==> config.mk <==
export PLATFORM = sky130hd
export DESIGN_NAME = udc_chain
export DESIGN_NICKNAME = d
export VERILOG_FILES = /design/src/rtl/udc_pkg.sv /design/src/rtl/udc_op_decode.sv /design/src/rtl/udc_stage.sv /design/src/rtl/udc_chain.sv
export SDC_FILE = /design/constraint.sdc
export NUM_CORES = 1
export LEC_CHECK = 0
export BUFFER_PORTS_ARGS = -buffer_cell sky130_fd_sc_hd__buf_4
export CORE_MARGIN = 2
export CORE_UTILIZATION = 51
export CTS_CLUSTER_DIAMETER = 150
export DETAILED_ROUTE_END_ITERATION = 16
export PLACE_DENSITY = 0.78
export SLEW_MARGIN = 10
export SYNTH_ARGS = -nofsm -noshare
export SYNTH_HDL_FRONTEND = slang
export SYNTH_HIERARCHICAL = 1
export SYNTH_SLANG_ARGS = --single-unit
==> constraint.sdc <==
create_clock -name clk -period 5.5 [get_ports clk]
set_input_delay 1.1 -clock clk [delete_from_list [all_inputs] [get_ports clk]]
set_output_delay 1.1 -clock clk [all_outputs]
set_load 0.02 [all_outputs]
==> src/rtl/udc_pkg.sv <==
package udc_pkg;
  // Resolved action of one stage for the coming edge.
  typedef enum logic [2:0] {
    OP_HOLD  = 3'd0,
    OP_INC   = 3'd1,
    OP_DEC   = 3'd2,
    OP_LOAD  = 3'd3,
    OP_CLEAR = 3'd4
  } udc_op_e;
endpackage

==> src/rtl/udc_op_decode.sv <==
module udc_op_decode
  import udc_pkg::*;
(
  input  logic    rst,
  input  logic    load,
  input  logic    up_in,
  input  logic    dn_in,
  output udc_op_e op
);
  // Priority: clear, load, then a single unopposed count request.
  always_comb begin
    if (rst)                 op = OP_CLEAR;
    else if (load)           op = OP_LOAD;
    else if (up_in && !dn_in) op = OP_INC;
    else if (dn_in && !up_in) op = OP_DEC;
    else                     op = OP_HOLD;
  end
endmodule

==> src/rtl/udc_stage.sv <==
module udc_stage
  import udc_pkg::*;
#(
  parameter int W = 4
) (
  input  logic         clk,
  input  logic         rst,
  input  logic         load,
  input  logic         up_in,
  input  logic         dn_in,
  input  logic [W-1:0] preset_in,
  output logic [W-1:0] count_q,
  output logic         carry_o,
  output logic         borrow_o
);
  localparam logic [W-1:0] ZERO  = '0;
  localparam logic [W-1:0] ONE   = {{(W-1){1'b0}}, 1'b1};
  localparam logic [W-1:0] MAXV  = '1;

  udc_op_e op;

  udc_op_decode u_dec (
    .rst   (rst),
    .load  (load),
    .up_in (up_in),
    .dn_in (dn_in),
    .op    (op)
  );

  always_ff @(posedge clk) begin
    case (op)
      OP_CLEAR: count_q <= ZERO;
      OP_LOAD:  count_q <= preset_in;
      OP_INC:   count_q <= count_q + ONE;
      OP_DEC:   count_q <= count_q - ONE;
      default:  count_q <= count_q;
    endcase
  end

  // Terminal pulses are combinational so a chain moves on one edge.
  assign carry_o  = (op == OP_INC) && (count_q == MAXV);
  assign borrow_o = (op == OP_DEC) && (count_q == ZERO);

  assert_clear_R1: assert property (@(posedge clk)
    rst |=> count_q == ZERO);
  assert_load_R2: assert property (@(posedge clk) disable iff (rst)
    load |=> count_q == $past(preset_in));
  assert_inc_R3: assert property (@(posedge clk) disable iff (rst)
    (!load && up_in && !dn_in) |=> count_q == $past(count_q) + ONE);
  assert_dec_R4: assert property (@(posedge clk) disable iff (rst)
    (!load && dn_in && !up_in) |=> count_q == $past(count_q) - ONE);
  assert_hold_R5: assert property (@(posedge clk) disable iff (rst)
    (!load && (up_in == dn_in)) |=> $stable(count_q));
  assert_carry_wrap_R6: assert property (@(posedge clk) disable iff (rst)
    carry_o |=> count_q == ZERO);
  assert_borrow_wrap_R7: assert property (@(posedge clk) disable iff (rst)
    borrow_o |=> count_q == MAXV);
  assert_terminal_excl_R6: assert property (@(posedge clk) disable iff (rst)
    $onehot0({carry_o, borrow_o}));
endmodule

==> src/rtl/udc_chain.sv <==
module udc_chain #(
  parameter int STAGE_W = 4,
  parameter int STAGES  = 2
) (
  input  logic                         clk,
  input  logic                         rst,
  input  logic                         load,
  input  logic                         up_req,
  input  logic                         dn_req,
  input  logic [STAGES*STAGE_W-1:0]    preset,
  output logic [STAGES*STAGE_W-1:0]    count,
  output logic                         carry_out,
  output logic                         borrow_out
);
  localparam int TOTAL_W = STAGES * STAGE_W;

  // Index k is the request into stage k; index STAGES is the chain output.
  logic [STAGES:0] up_link;
  logic [STAGES:0] dn_link;

  assign up_link[0] = up_req;
  assign dn_link[0] = dn_req;

  for (genvar k = 0; k < STAGES; k++) begin : g_stage
    udc_stage #(.W(STAGE_W)) u_stage (
      .clk       (clk),
      .rst       (rst),
      .load      (load),
      .up_in     (up_link[k]),
      .dn_in     (dn_link[k]),
      .preset_in (preset[k*STAGE_W +: STAGE_W]),
      .count_q   (count[k*STAGE_W +: STAGE_W]),
      .carry_o   (up_link[k+1]),
      .borrow_o  (dn_link[k+1])
    );
  end

  assign carry_out  = up_link[STAGES];
  assign borrow_out = dn_link[STAGES];

  // Whole-chain behaviour against a single wide counter.
  localparam logic [TOTAL_W-1:0] T_ONE = {{(TOTAL_W-1){1'b0}}, 1'b1};
  assert_chain_inc_R8: assert property (@(posedge clk) disable iff (rst)
    (!load && up_req && !dn_req) |=> count == $past(count) + T_ONE);
  assert_chain_dec_R8: assert property (@(posedge clk) disable iff (rst)
    (!load && dn_req && !up_req) |=> count == $past(count) - T_ONE);
endmodule

==> metrics.txt <==
post-synth cell types=28; Critical R2R Capture=g_stage[1].u_stage/count_q[3]; buffer count from post-CTS setup fixing=0; switching power total=0.0000782 W; Clock Skews=0.00382 ns; number of nets at the end of the flow=136; endpoint type of the worst setup path=output pin; via count of the first global-routing pass=673; Die ar.=1990 µm²; Area contributors post-synth=edfxtp_1 29%, ha_1 6.0%, a21oi_1 4.8%; max frequency=0.211 GHz; count of warnings emitted by yosys=6; final-report hold violation count=0; width of the die=44.6 µm; last weighted congestion value of the routability-driven placer=0.842; destination of the worst hold path=g_stage[0].u_stage/count_q[0]; I/O pin count=23; clock tree from TritonCTS=built; Worst Setup Path Type=in2out; synthesized flop and latch total=8; register-to-register setup slack=1.97 ns; count of fill cells added during filler insertion=138; Int Power=0.000148 W; die span in y=44.6 µm; Reg-to-Reg Start=g_stage[0].u_stage/count_q[3]; residual overflow from global routing=0; DP HPWL=1.39 mm; Longest Clk Path Bufs=2; insertion delay of the later-clocked pin in the worst-skew pair=0.25 ns; post_cts resized=0; share of total power in the clock network=18.7%; post-detailed-route DRC marker count=0; power per cell area=221 nW/µm²; crit path time final=4.74 ns; status=finished, final reports clean; startpoint type of the worst setup path=primary input; leak pwr=0.462 nW; number of buffers created by CTS=3; initial cell density of the core=55.2%; synthesized netlist net count=115; Final Setup Violations=0; worst path arrival time=3.64 ns; Critical Path RT=4.40 ns; Most flops, register=g_stage.u_stage/count_q; sequential cell area fraction in the yosys report=28.6%; leading registers by flop count=g_stage.u_stage/count_q (8); area of the placeable core=1520 µm²; drt pass-1 iters=3; CTS H-tree depth=1; syn avg cell area=8.76 µm²; Total Negative Setup Slacks=0 ns; number of flip-flops under the largest register name=8; cell type with the largest total area after synthesis=edfxtp_1; start point of the worst min-delay path=g_stage[0].u_stage/count_q[0]; Post-Place Worst Slack=0.623 ns; cell count after synthesis=96; clock-pin slew on the worst setup and hold paths=0.05 ns; fin worst setup slack=0.756 ns; switching power as a share of total power=34.5%; GRT Resource Usage Total=19.3%; slew at the pin with the worst max-slew slack=0.831 ns; final cycle utilization of the critical path=86.3%; instance count along the most critical hold path=3; Hold-fix buffers, CTS=0; combinational power share=41.3%; clk root buf=clkbuf_4; layout cell share with drive strength beyond 1=30.4%; maximum ir drop on the vdd rail=153 µV; DR vias/cell=5.71; Ant. Diodes=0; DRT antenna net count=0; RSZ-0062 raised after global routing=no; fraction of synthesized cell area taken by the top area cell type=28.6%; input/output buffers=22; prevailing post-synth register cell=edfxtp_1; area growth from synthesis to layout=21.7%; detailed-route wire length=1.73 mm; final slew viol count=0; Netlist Area Pre-Place=841 µm²; worst slew slack as a fraction of its limit=44.6%; largest net degree at the start of global routing=21; number of antenna violations at the first check in global routing=0; detailed-route via count=748; worst hold-check path type=reg2reg; max-capacitance violation count=0; Post-synth EDFFs=8; worst hold slack=0.901 ns; sequential fraction of design power=40.0%; number of cells traversed by the worst register-to-register path=12; post-synthesis async set-or-reset flop share=0%; drt initial violations=5; post-detailed-route wirelength per cell=13.2 µm; std cell rows=14; Max FO, Critical Path=20; wire length of the first global-routing pass=2.85 mm; clock sink total=8
==> Yosys cell counts (all sizes together), types with 4 or more instances <==
cell and number:
nor2 10, nand2 6, edfxtp 8, ha 4, nor3 4, inv 6
clkbuf 4, o21ai 6, nand2b 4, buf 4, a21oi 8
==> per-stage QoR <==
stage | util, % | area [µm²] | std cells | total power [W]
5_1_grt | 67.2 | 1020 | 131 | 0.000244
2_1_floorplan | - | 841 | 96 | 0.000153
6_report | 67.2 | 1020 | 131 | 0.000226
4_1_cts | 67.2 | 1020 | 131 | 0.000230
3_3_place_gp | 65.7 | 1000 | 128 | 0.000181
3_5_place_dp | 65.7 | 1000 | 128 | 0.000185
==> worst max-delay path by stage <==
stage	start	end	slack [ns]	cells after the start
final	rst	borrow_out	0.76	9
after detailed placement	dn_req	g_stage[1].u_stage/count_q[3]	0.62	12
after CTS	rst	borrow_out	0.75	9
after floorplan	rst	borrow_out	0.97	8
after global placement	dn_req	g_stage[1].u_stage/count_q[3]	0.75	12
after global routing	dn_req	carry_out	0.42	8
==> layer usage <==
layer | vias to the layer above | share of wire [%] | track usage [%]
li1 | 387 | - | -
met1 | 349 | 47 | 27.6
met2 | 12 | 49 | 30.4
met3 | 0 | 4.2 | 1.22
met4 | 0 | 0 | 7.27
met5 | - | 0 | 0
==> area by class of cell <==
class                   count  area (µm²)  area share, %
multi-input cells          74         538           52.6
repair buffers             24         180           17.6
inverters                   6        22.5           2.20
clock buffers               3        22.5           2.20
flip-flops and latches      8         240           23.5
well taps                  16        20.0           1.96
==> placed cells by master, fill, tap and decap left out <==
cell type	instances
fa_1	2
a21oi_1	8
a221oi_2	2
or3_4	2
ha_1	4
nand2_1	6
a21o_1	2
nand2b_1	4
or4_1	2
nor2b_1	2
inv_1	6
and3_4	2
o21ba_1	2
o22ai_1	2
nor2_1	10
nor3_1	4
nor4_1	2
nor4b_1	2
xnor2_1	2
buf_4	24
clkbuf_4	3
nand4_1	2
edfxtp_1	8
mux2_2	2
o21ai_0	6
xor2_1	2
o2111a_1	2
==> kinds of logic after synthesis <==
kind of cell | share of synthesized area (%)
compound gates | 20.2
flops | 28.6
xor+xnor | 4.17
simple gates | 26.2
mux | 2.68
buf+inv | 7.44
fa+ha+maj | 10.7
==> power by group through the flow <==
stage                     clock network [W]  registers (W)  logic [W]
after floorplan                           0      0.0000987  0.0000547
after global placement                    0      0.0000913  0.0000901
after detailed placement                  0      0.0000918  0.0000934
after CTS                         0.0000456      0.0000906  0.0000940
after global routing              0.0000483      0.0000923   0.000103
final                             0.0000424      0.0000905  0.0000935
==> critical path, stage by stage <==
cell      delay [ns]
buf_4           0.21
a21oi_1         0.21
or4_1           0.56
nor4_1          0.24
nand2b_1        0.15
a21oi_1         0.24
or4_1           0.56
nor4_1          0.18
buf_4           0.19
Power figures use the tool's default switching activity.
